--- src/rtl/freqm_pkg.sv ---
package freqm_pkg;

    // period-method phase tracker
    typedef enum logic [1:0] {
        PH_ARM  = 2'd0,
        PH_HIGH = 2'd1,
        PH_LOW  = 2'd2
    } phase_e;

    // reciprocal-method nominal gate
    typedef enum logic {
        GT_OPEN  = 1'b0,
        GT_CLOSE = 1'b1
    } gate_e;

    // conversion sequencer
    typedef enum logic [1:0] {
        CV_IDLE = 2'd0,
        CV_FREQ = 2'd1,
        CV_DUTY = 2'd2
    } conv_e;

    localparam int unsigned DUTY_W    = 7;
    localparam int unsigned DUTY_FULL = 100;

endpackage

--- src/rtl/freqm_edge_sync.sv ---
module freqm_edge_sync #(
    parameter int unsigned STAGES = 2
) (
    input  logic clk,
    input  logic rst_n,
    input  logic din,
    output logic rise,
    output logic fall
);
    localparam int unsigned SH_W = STAGES + 1;

    typedef struct packed {
        logic [SH_W-1:0] sh;
    } sync_t;

    sync_t sync_d, sync_q;

    always_comb begin
        sync_d    = sync_q;
        sync_d.sh = {sync_q.sh[SH_W-2:0], din};
    end

    always_ff @(posedge clk or negedge rst_n) begin
        if (!rst_n) sync_q <= '0;
        else        sync_q <= sync_d;
    end

    // bit SH_W-2 is the synchronized level, bit SH_W-1 its previous value
    assign rise =  sync_q.sh[SH_W-2] & ~sync_q.sh[SH_W-1];
    assign fall = ~sync_q.sh[SH_W-2] &  sync_q.sh[SH_W-1];

endmodule

--- src/rtl/freqm_period.sv ---
module freqm_period
    import freqm_pkg::*;
#(
    parameter int unsigned CNT_W = 32
) (
    input  logic             clk,
    input  logic             rst_n,
    input  logic             clr,
    input  logic             rise,
    input  logic             fall,
    output logic             done,
    output logic [CNT_W-1:0] hi_cnt,
    output logic [CNT_W-1:0] lo_cnt
);
    typedef struct packed {
        phase_e           ph;
        logic [CNT_W-1:0] cnt;
        logic [CNT_W-1:0] hi;
        logic [CNT_W-1:0] lo;
        logic             done;
    } per_t;

    per_t per_d, per_q;

    always_comb begin
        per_d      = per_q;
        per_d.done = 1'b0;
        if (clr) begin
            per_d.ph  = PH_ARM;
            per_d.cnt = '0;
        end else begin
            unique case (per_q.ph)
                PH_ARM: begin
                    // a partial first phase is never used
                    if (rise) begin
                        per_d.ph  = PH_HIGH;
                        per_d.cnt = CNT_W'(1);
                    end
                end
                PH_HIGH: begin
                    if (fall) begin
                        per_d.hi  = per_q.cnt;
                        per_d.cnt = CNT_W'(1);
                        per_d.ph  = PH_LOW;
                    end else begin
                        per_d.cnt = per_q.cnt + 1'b1;
                    end
                end
                PH_LOW: begin
                    if (rise) begin
                        per_d.lo   = per_q.cnt;
                        per_d.cnt  = CNT_W'(1);
                        per_d.ph   = PH_HIGH;
                        per_d.done = 1'b1;
                    end else begin
                        per_d.cnt = per_q.cnt + 1'b1;
                    end
                end
                default: per_d.ph = PH_ARM;
            endcase
        end
    end

    always_ff @(posedge clk or negedge rst_n) begin
        if (!rst_n) per_q <= '0;
        else        per_q <= per_d;
    end

    assign done   = per_q.done;
    assign hi_cnt = per_q.hi;
    assign lo_cnt = per_q.lo;

    // a finished period always holds two non-empty phases
    p_phases_nonzero_r3: assert property (@(posedge clk) disable iff (!rst_n)
        per_q.done |-> (per_q.hi != '0 && per_q.lo != '0));

endmodule

--- src/rtl/freqm_recip.sv ---
module freqm_recip
    import freqm_pkg::*;
#(
    parameter int unsigned CNT_W      = 32,
    parameter int unsigned GATE_TICKS = 5_000_000
) (
    input  logic             clk,
    input  logic             rst_n,
    input  logic             clr,
    input  logic             rise,
    output logic             done,
    output logic [CNT_W-1:0] nx,
    output logic [CNT_W-1:0] ns
);
    localparam int unsigned TMR_W = $clog2(GATE_TICKS + 1);

    typedef struct packed {
        gate_e            st;
        logic [TMR_W-1:0] tmr;
        logic             eff;
        logic [CNT_W-1:0] nx_run;
        logic [CNT_W-1:0] ns_run;
        logic [CNT_W-1:0] nx;
        logic [CNT_W-1:0] ns;
        logic             done;
    } rec_t;

    rec_t rec_d, rec_q;

    always_comb begin
        rec_d      = rec_q;
        rec_d.done = 1'b0;
        if (clr) begin
            rec_d.st     = GT_OPEN;
            rec_d.tmr    = '0;
            rec_d.eff    = 1'b0;
            rec_d.nx_run = '0;
            rec_d.ns_run = '0;
        end else begin
            // effective gate follows the nominal one only at input rising edges
            if (rise) rec_d.eff = (rec_q.st == GT_OPEN);
            if (rec_q.eff) begin
                rec_d.ns_run = rec_q.ns_run + 1'b1;
                if (rise) rec_d.nx_run = rec_q.nx_run + 1'b1;
            end
            unique case (rec_q.st)
                GT_OPEN: begin
                    if (rec_q.tmr == TMR_W'(GATE_TICKS - 1)) begin
                        rec_d.st  = GT_CLOSE;
                        rec_d.tmr = '0;
                    end else begin
                        rec_d.tmr = rec_q.tmr + 1'b1;
                    end
                end
                GT_CLOSE: begin
                    if (!rec_q.eff) begin
                        if (rec_q.nx_run != '0) begin
                            rec_d.nx   = rec_q.nx_run;
                            rec_d.ns   = rec_q.ns_run;
                            rec_d.done = 1'b1;
                        end
                        rec_d.nx_run = '0;
                        rec_d.ns_run = '0;
                        rec_d.st     = GT_OPEN;
                        rec_d.tmr    = '0;
                    end
                end
                default: rec_d.st = GT_OPEN;
            endcase
        end
    end

    always_ff @(posedge clk or negedge rst_n) begin
        if (!rst_n) rec_q <= '0;
        else        rec_q <= rec_d;
    end

    assign done = rec_q.done;
    assign nx   = rec_q.nx;
    assign ns   = rec_q.ns;

    p_nx_within_ns_r6: assert property (@(posedge clk) disable iff (!rst_n)
        rec_q.nx_run <= rec_q.ns_run);

    p_gate_on_edges_r6: assert property (@(posedge clk) disable iff (!rst_n)
        (!rise && !clr) |=> $stable(rec_q.eff));

endmodule

--- src/rtl/freqm_divider.sv ---
module freqm_divider #(
    parameter int unsigned W = 48
) (
    input  logic         clk,
    input  logic         rst_n,
    input  logic         clr,
    input  logic         start,
    input  logic [W-1:0] dividend,
    input  logic [W-1:0] divisor,
    output logic         done,
    output logic [W-1:0] quotient
);
    localparam int unsigned CNT_BITS = $clog2(W + 1);

    typedef struct packed {
        logic                busy;
        logic                done;
        logic [CNT_BITS-1:0] cnt;
        logic [W:0]          rem;
        logic [W-1:0]        quo;
        logic [W-1:0]        dsr;
    } div_t;

    div_t       div_d, div_q;
    logic [W:0] shifted;

    always_comb begin
        div_d      = div_q;
        div_d.done = 1'b0;
        shifted    = '0;
        if (clr) begin
            div_d.busy = 1'b0;
        end else if (start && !div_q.busy) begin
            div_d.busy = 1'b1;
            div_d.cnt  = CNT_BITS'(W);
            div_d.rem  = '0;
            div_d.quo  = dividend;
            div_d.dsr  = divisor;
        end else if (div_q.busy) begin
            // one quotient bit per cycle, dividend shifted out of quo
            shifted   = {div_q.rem[W-1:0], div_q.quo[W-1]};
            div_d.quo = {div_q.quo[W-2:0], 1'b0};
            if (shifted >= {1'b0, div_q.dsr}) begin
                div_d.rem    = shifted - {1'b0, div_q.dsr};
                div_d.quo[0] = 1'b1;
            end else begin
                div_d.rem = shifted;
            end
            div_d.cnt = div_q.cnt - 1'b1;
            if (div_q.cnt == CNT_BITS'(1)) begin
                div_d.busy = 1'b0;
                div_d.done = 1'b1;
            end
        end
    end

    always_ff @(posedge clk or negedge rst_n) begin
        if (!rst_n) div_q <= '0;
        else        div_q <= div_d;
    end

    assign done     = div_q.done;
    assign quotient = div_q.quo;

    p_rem_below_divisor_r3: assert property (@(posedge clk) disable iff (!rst_n)
        (div_q.busy && div_q.dsr != '0) |-> (div_q.rem < {1'b0, div_q.dsr}));

    p_done_closes_busy_r7: assert property (@(posedge clk) disable iff (!rst_n)
        div_q.done |-> ($past(div_q.busy) && !div_q.busy));

endmodule

--- src/rtl/freq_duty_meter.sv ---
module freq_duty_meter
    import freqm_pkg::*;
#(
    parameter int unsigned CLK_HZ        = 50_000_000,
    parameter int unsigned GATE_TICKS    = CLK_HZ / 10,
    parameter int unsigned TIMEOUT_TICKS = CLK_HZ / 5,
    parameter int unsigned CNT_W         = 32,
    parameter int unsigned DIV_W         = 48,
    parameter int unsigned FREQ_W        = 32,
    parameter int unsigned SYNC_STAGES   = 2
) (
    input  logic              clk,
    input  logic              rst_n,
    input  logic              sig_in,
    input  logic              btn_toggle,
    output logic              mode_recip,
    output logic [FREQ_W-1:0] freq_hz,
    output logic [6:0]        duty_pct,
    output logic              result_valid
);
    localparam int unsigned TMO_W = $clog2(TIMEOUT_TICKS + 1);
    localparam logic [DIV_W-1:0] CLK_W = DIV_W'(CLK_HZ);

    typedef struct packed {
        logic              mode;
        conv_e             conv;
        logic [TMO_W-1:0]  tmo;
        logic [CNT_W:0]    hsum;
        logic [CNT_W-1:0]  hi;
        logic [FREQ_W-1:0] f_tmp;
        logic [FREQ_W-1:0] freq;
        logic [6:0]        duty;
        logic              valid;
    } ctl_t;

    ctl_t ctl_d, ctl_q;

    logic             rise, fall, edge_any;
    logic             tmo_fire, clr_any;
    logic             per_done, rec_done, div_done;
    logic [CNT_W-1:0] per_hi, per_lo, rec_nx, rec_ns;
    logic             div_start;
    logic [DIV_W-1:0] div_num, div_den, div_quo;
    logic [FREQ_W-1:0] freq_sat;
    logic [6:0]       duty_sat;

    freqm_edge_sync #(.STAGES(SYNC_STAGES)) u_sync (
        .clk(clk), .rst_n(rst_n), .din(sig_in), .rise(rise), .fall(fall)
    );

    freqm_period #(.CNT_W(CNT_W)) u_period (
        .clk(clk), .rst_n(rst_n), .clr(clr_any | ctl_q.mode),
        .rise(rise), .fall(fall),
        .done(per_done), .hi_cnt(per_hi), .lo_cnt(per_lo)
    );

    freqm_recip #(.CNT_W(CNT_W), .GATE_TICKS(GATE_TICKS)) u_recip (
        .clk(clk), .rst_n(rst_n), .clr(clr_any | ~ctl_q.mode), .rise(rise),
        .done(rec_done), .nx(rec_nx), .ns(rec_ns)
    );

    freqm_divider #(.W(DIV_W)) u_div (
        .clk(clk), .rst_n(rst_n), .clr(clr_any), .start(div_start),
        .dividend(div_num), .divisor(div_den),
        .done(div_done), .quotient(div_quo)
    );

    assign edge_any = rise | fall;
    assign tmo_fire = (ctl_q.tmo == TMO_W'(TIMEOUT_TICKS - 1)) && !edge_any && !btn_toggle;
    assign clr_any  = btn_toggle | tmo_fire;

    // saturate quotients into the output fields
    assign freq_sat = (|div_quo[DIV_W-1:FREQ_W]) ? '1 : div_quo[FREQ_W-1:0];
    assign duty_sat = (div_quo > DIV_W'(DUTY_FULL)) ? 7'(DUTY_FULL) : div_quo[6:0];

    always_comb begin
        ctl_d       = ctl_q;
        ctl_d.valid = 1'b0;
        div_start   = 1'b0;
        div_num     = '0;
        div_den     = '0;

        if (clr_any || edge_any) ctl_d.tmo = '0;
        else                     ctl_d.tmo = ctl_q.tmo + 1'b1;

        if (btn_toggle) begin
            ctl_d.mode = ~ctl_q.mode;
            ctl_d.conv = CV_IDLE;
        end else if (tmo_fire) begin
            ctl_d.conv  = CV_IDLE;
            ctl_d.freq  = '0;
            ctl_d.duty  = '0;
            ctl_d.valid = 1'b1;
        end else begin
            unique case (ctl_q.conv)
                CV_IDLE: begin
                    // measurements finishing during a conversion are dropped
                    if (!ctl_q.mode && per_done) begin
                        ctl_d.hi   = per_hi;
                        ctl_d.hsum = {1'b0, per_hi} + {1'b0, per_lo};
                        div_start  = 1'b1;
                        div_num    = CLK_W;
                        div_den    = DIV_W'({1'b0, per_hi} + {1'b0, per_lo});
                        ctl_d.conv = CV_FREQ;
                    end else if (ctl_q.mode && rec_done) begin
                        div_start  = 1'b1;
                        div_num    = CLK_W * DIV_W'(rec_nx);
                        div_den    = DIV_W'(rec_ns);
                        ctl_d.conv = CV_FREQ;
                    end
                end
                CV_FREQ: begin
                    if (div_done) begin
                        if (ctl_q.mode) begin
                            ctl_d.freq  = freq_sat;
                            ctl_d.duty  = '0;
                            ctl_d.valid = 1'b1;
                            ctl_d.conv  = CV_IDLE;
                        end else begin
                            ctl_d.f_tmp = freq_sat;
                            div_start   = 1'b1;
                            div_num     = DIV_W'(DUTY_FULL) * DIV_W'(ctl_q.hi);
                            div_den     = DIV_W'(ctl_q.hsum);
                            ctl_d.conv  = CV_DUTY;
                        end
                    end
                end
                CV_DUTY: begin
                    if (div_done) begin
                        ctl_d.freq  = ctl_q.f_tmp;
                        ctl_d.duty  = duty_sat;
                        ctl_d.valid = 1'b1;
                        ctl_d.conv  = CV_IDLE;
                    end
                end
                default: ctl_d.conv = CV_IDLE;
            endcase
        end
    end

    always_ff @(posedge clk or negedge rst_n) begin
        if (!rst_n) ctl_q <= '0;
        else        ctl_q <= ctl_d;
    end

    assign mode_recip   = ctl_q.mode;
    assign freq_hz      = ctl_q.freq;
    assign duty_pct     = ctl_q.duty;
    assign result_valid = ctl_q.valid;

    p_toggle_flips_r2: assert property (@(posedge clk) disable iff (!rst_n)
        btn_toggle |=> (mode_recip != $past(mode_recip)));

    p_abort_quiet_r9: assert property (@(posedge clk) disable iff (!rst_n)
        btn_toggle |=> !result_valid);

    p_duty_bound_r4: assert property (@(posedge clk) disable iff (!rst_n)
        result_valid |-> (duty_pct <= 7'(DUTY_FULL)));

    p_timeout_zero_r8: assert property (@(posedge clk) disable iff (!rst_n)
        tmo_fire |=> (result_valid && freq_hz == '0 && duty_pct == '0));

    p_recip_duty_zero_r5: assert property (@(posedge clk) disable iff (!rst_n)
        (result_valid && mode_recip) |-> (duty_pct == '0));

endmodule

--- config.mk ---
export PLATFORM = sky130hd
export DESIGN_NAME = freq_duty_meter
export DESIGN_NICKNAME = d
export VERILOG_FILES = /design/src/rtl/freqm_pkg.sv /design/src/rtl/freqm_edge_sync.sv /design/src/rtl/freqm_period.sv /design/src/rtl/freqm_recip.sv /design/src/rtl/freqm_divider.sv /design/src/rtl/freq_duty_meter.sv
export SDC_FILE = /design/constraint.sdc
export NUM_CORES = 2
export LEC_CHECK = 0
export ABC_AREA = 1
export BUFFER_PORTS_ARGS = -buffer_cell sky130_fd_sc_hd__buf_2
export CORE_MARGIN = 2
export CORE_UTILIZATION = 55
export CTS_CLUSTER_SIZE = 28
export DETAILED_ROUTE_END_ITERATION = 7
export HOLD_SLACK_MARGIN = 0.15
export PLACE_DENSITY = 0.71
export SLEW_MARGIN = 20
export SYNTH_ARGS = -nofsm -noshare
export SYNTH_HDL_FRONTEND = slang
export SYNTH_SLANG_ARGS = --single-unit
--- constraint.sdc ---
create_clock -name clk -period 7 [get_ports clk]
set_input_delay 0.35 -clock clk [delete_from_list [all_inputs] [get_ports clk]]
set_output_delay 0.35 -clock clk [all_outputs]
set_load 0.1 [all_outputs]
Yosys cells after proc, flatten, opt, wreduce, memory -nomap -nowiden
Index checks and enable logic that the tools add are counted.

Eq/ne operators: 17. Bitwise gates (word level): 16. Order comparisons: 2. Multiply operators: 2. Reductions and logical operators: 29. $add $sub $neg: 9. Multiplexer cells: 72.

Operators with widths (number): two-way mux 48 bit (8); two-way mux 129 bit (2); two-way mux 32 bit (6); case mux 48 bit (2 select lines) (2); two-way mux 152 bit (1); two-way mux 40 bit (3); two-way mux 105 bit (1); two-way mux 103 bit (1); adder 32 x 1 -> 32 bit, second input constant (3); case mux 32 bit (3 select lines) (1); two-way mux 89 bit (1); case mux 40 bit (2 select lines) (1); two-way mux 39 bit (2); two-way mux 72 bit (1); two-way mux 34 bit (2); adder 32 x 32 -> 33 bit (2); two-way mux 33 bit (2); two-way mux 65 bit (1); two-way mux 64 bit (1); greater-or-equal comparator 49 x 48 -> 1 bit (1); two-way mux 49 bit (1); subtractor 49 x 48 -> 49 bit (1); greater-than comparator 48 x 7 -> 1 bit, second input constant (1); two-way mux 24 bit (2); other kinds (37) (100).

Register bits after elaboration: 573. Output and inout bits: 41. Input bits: 4. Logic and storage cells: 176.

Depth between registers and ports, before layout
Word-level depth: 11. Depth in mapped cells: 28. Mapped depth without buffers: 28.

Cells and area by module
From an unflattened synthesis, not the netlist that was laid out.

Cell total of the unflattened synthesis: 7144. Area total of the unflattened synthesis: 51040.2 µm².

Modules (own cells, without submodules): freq_duty_meter (cells each 3586, times used 1, area an instance 25929.9 µm², sequential area each 4103.9 µm²); freqm_divider (cells each 1792, times used 1, area an instance 11458.5 µm², sequential area each 3803.6 µm²); freqm_recip (cells each 1138, times used 1, area an instance 8525.7 µm², sequential area each 3853.7 µm²); freqm_period (cells each 621, times used 1, area an instance 5036.1 µm², sequential area each 2477.4 µm²); freqm_edge_sync (cells each 7, times used 1, area an instance 90.1 µm², sequential area each 75.1 µm²).

Worst setup path before layout
No wires, ideal clock.

Kind: register -> register. Start point: register u_recip.rec_q (netlist bit u_recip.nx[8]). End point: register u_div.div_q (netlist bit u_div.quotient[31]). Data required time: 6.887 ns. Stages on the path, launching flop included: 21. Clock period less this slack: 5.246 ns. Library setup time: 0.113 ns. Slack: 1.754 ns. Data arrival time: 5.133 ns. Buffers on the path: 0. Cells stage by stage: dfrtp_1 > inv_1 > fa_1 > inv_1 > fa_1 > fa_1 > fa_1 > fa_1 > inv_1 > fa_1 > inv_1 > ha_1 > a21oi_1 > o21ai_0 > a21oi_1 > nand3_1 > or2_2 > nand3_1 > nand3_1 > nand2_1 > inv_1.

Cells in the longest elaborated chain, start to end: 7.

RTL lines: from (decl) (line freqm_recip.sv:28) `rec_t rec_d, rec_q;`; from (signal assigned) (line freqm_recip.sv:75) `else rec_q <= rec_d;`; multiplier 19 x 32 -> 41 bit (line freq_duty_meter.sv:107) `div_num = CLK_W * DIV_W'(rec_nx);`; two-way mux 48 bit (line freq_duty_meter.sv:105) `end else if (ctl_q.mode && rec_done) begin`; two-way mux 48 bit (line freq_duty_meter.sv:98) `if (!ctl_q.mode && per_done) begin`; case mux 48 bit (2 select lines) (line freq_duty_meter.sv:95) `unique case (ctl_q.conv)`; two-way mux 48 bit (line freq_duty_meter.sv:89) `end else if (tmo_fire) begin`; two-way mux 48 bit (line freq_duty_meter.sv:86) `if (btn_toggle) begin`; two-way mux 103 bit (line freqm_divider.sv:33) `end else if (start && !div_q.busy) begin`; to (signal assigned) (line freqm_divider.sv:59) `else div_q <= div_d;`; to (decl) (line freqm_divider.sv:24) `div_t div_d, div_q;`.

Every way passes these cells. A chain may end at the register's enable or synchronous reset.

Worst setup path in the final report
Start point: register u_recip.rec_q (netlist bit u_recip.nx[7]). End point: register u_div.div_q (netlist bit u_div.quotient[32]).

The elaborated chain is that of the path after synthesis.

==> results.toml <==
[layout]
drive_gt1_share_pct = 3.69
final_common_cell = "nand2_1"
final_nets = 6915
final_cell_mix = "1538 x nand2_1, 1225 x inv_1, 556 x dfrtp_1, 505 x nor2_1, 395 x nand3_1"
fin_area_um2 = 50000
synthToLayoutAreaGrowth_pct = 6.84
antenna_cells = 0

[grt]
grt_pass1_vias = 39000
grt_usage_pct = 31.7
grt_max_degree = 172
antenna_found_initial = 2
grt_first_pass_wirelength_mm = 217
grt-ovfl-total = 0

[critical_path]
critPathCaptureType = "flop"
r2r_start = "u_recip.nx[7]$_DFFE_PN0P_"
crit_required_ns = 7.52
rr_worst_depth = 22
cp-startpoint = "u_recip.nx[7]$_DFFE_PN0P_"
rr_endpoint = "u_div.quotient[32]$_DFFE_PN0P_"
slowest_stage = "dfrtp_1"
reg2reg_slack_ns = 0.95
worst_setup_path_start_kind = "flop"
cp.arrival_ns = 6.57
max_stage_delay_ns = 0.57
cp_max_fo = 7
critical_path_class = "flop to flop"
crit_chain = "inv_1 -> fa_1 -> inv_1 -> fa_1 -> fa_1 -> fa_1 -> fa_1 -> inv_1 -> fa_1 -> inv_1 -> ha_1 -> nand2_1 -> inv_1 -> nand2_1 -> nor3_1 -> nand4_1 -> nand3_1 -> nand2_1 -> nand3_1 -> nand3_1 -> nand2_1 -> inv_1"

[timing]
layout_min_cycle_time_ns = 6.05
slew_headroom_pct = 26.9
setup_tns_ns = 0
finalCritPeriodShare_pct = 86.4
hold_violations = 0
setup_violations = 0
final_max_slew_viol_count = 0
fin_skew_ns = 0.0309
setup_slack_ns = 0.953
fmax_mhz = 165
worst_pin_slew_ns = 1.09
rsz0062_at_grt = "no"

[yosys]
ys_seq_area_share_pct = 29.8
async_flop_share_pct = 100
ys.flop_type = "dfrtp_1"
yosysWarnings = 0
yosys.area.top_type_share_pct = 29.8
synth_fp_nets = 6965
yosysUniqueCellTypes = 56
syn_area_um2 = 46800
synth-edff-count = 0
synth_area_per_cell_um2 = 7.39
synthTopCellsByArea = "dfrtp_1 30%, nand2_1 12%, fa_1 12%"
synthCells = 6333
yosysTopAreaCell = "dfrtp_1"
ys_ff_latch = 557

[worst_hold_path]
holdCritPathClass = "primary input to asynchronous set/reset pin"

[die]
die_y_um = 296
die_width_um = 296
start_util_pct = 55.7
row_count = 106
ios = 45
coreArea_um2 = 84000
die-area_um2 = 87400

[place]
dp_hpwl_mm = 108
place_ws_ns = 1.04
place_congestion = 0.997
dpl_cell_area_um2 = 47700
port_buffers = 44

[route]
viasPerCell = 5.50
totalWireLength_mm = 136
drt_iter0_markers = 4172
vias = 41100
drt-pass1-iter-count = 6
ant_nets = 0
drc = 0
post_drt_wl_per_cell_um = 18.2

[flow_run]
drv_cap = 0

[clock_tree]
cts_resized = 0
cts_setup_buffers = 0
ctsHoldBuffers = 3
cts_buffer_depth = 3
tritoncts = "yes"
cts_sinks = 557
cts-root-buf = "clkbuf_16"
clkLatencyLatePin_ns = 0.65
cts_inserted_buffers = 67
path_clk_slew_ns = 0.06
htree_levels = 3

[power]
p_per_area_nw_per_um2 = 270
leakagePower_nw = 26.3
peakVddDrop_mv = 0.458

[run_status]
status = "completed"
-- where the power goes --
part	total, mW	switching [mW]	internal [mW]
combinational	6.35	4.33	2.03
sequential	3.58	0.181	3.40
clock	3.59	1.50	2.09
-- per-layer routing --
| metal | global-route usage (%) | vias up | part of all wire [%] |
|---|---|---|---|
| li1 | - | 19800 | - |
| met1 | 49.2 | 19600 | 48 |
| met2 | 45.3 | 1504 | 41 |
| met3 | 6.06 | 178 | 8.8 |
| met4 | 7.18 | 2 | 2.0 |
| met5 | 0 | - | 0.0073 |
-- cell usage after synthesis (46+ instances only) --
| master | n |
|---|---|
| nand2_1 | 1541 |
| inv_1 | 1225 |
| dfrtp_1 | 557 |
| nor2_1 | 507 |
| nand3_1 | 398 |
| o21ai_0 | 379 |
| ha_1 | 340 |
| fa_1 | 288 |
| a21oi_1 | 287 |
| nand4_1 | 124 |
| nor3_1 | 103 |
| xor2_1 | 76 |
| clkbuf_1 | 74 |
| buf_2 | 58 |
| buf_4 | 46 |
-- worst max-delay path by stage --
stage | slack, ns | to | cells after the start
after floorplan | 1.75 | u_div.quotient[31]$_DFFE_PN0P_ | 20
after global placement | 1.04 | u_div.quotient[27]$_DFFE_PN0P_ | 20
after detailed placement | 1.04 | u_div.quotient[32]$_DFFE_PN0P_ | 22
after CTS | 1.0 | u_div.quotient[32]$_DFFE_PN0P_ | 22
after global routing | 0.65 | u_div.quotient[27]$_DFFE_PN0P_ | 20
final | 0.95 | u_div.quotient[32]$_DFFE_PN0P_ | 22
-- sequential cells by signal, indices dropped and copies added (netlist names), 7 cells and up --
register         flops
u_period.hi_cnt     32
freq_hz             32
u_period.lo_cnt     32
u_recip.rec_q       89
duty_pct             7
u_period.per_q      34
u_recip.ns          32
u_div.div_q         88
u_recip.nx          32
ctl_q              123
u_div.quotient      48
-- area by class of cell --
| type | count | area, µm² |
|---|---|---|
| clock buffers | 90 | 1910 |
| clock inverters | 29 | 318 |
| fillers | 7784 | 34000 |
| inverters | 1240 | 4650 |
| multi-input cells | 4348 | 27300 |
| flip-flops and latches | 557 | 13900 |
| well taps | 1134 | 1420 |
| repair buffers | 69 | 450 |
-- metrics by stage --
step	hold slack (ns)	utilization [%]	std cells	total power, mW
floorplan	0.0544	-	6333	8.20
global placement	0.338	56.8	7345	9.66
detailed placement	0.354	56.8	7345	9.75
CTS	0.339	59.5	7467	13.4
global route	0.361	59.6	7467	14.6
finish	0.331	59.6	7467	13.5
-- worst max-delay path, delay by kind of cell (launching register included) --
kind,cells,cell delay [ns]
AND/OR/NAND/NOR,9,1.38
flip-flops,1,0.57
adder cells (fa/ha/maj),7,3.52
buffers and inverters,6,0.46
-- logic make-up (layout without fill, tap and decap cells) --
logic type                 after synthesis  after routing  share of synthesized area, %
adders and majority gates              628            628                          21.4
DFF                                    557            557                          29.8
and+or+nand+nor                       2779           2779                          25.0
AOI/OAI and AO/OA                      826            826                          9.69
buffers and inverters                 1428           1428                          12.0
xor gates and xnor gates               115            115                          2.15
Note: power is estimated with default switching activity, not from simulation.
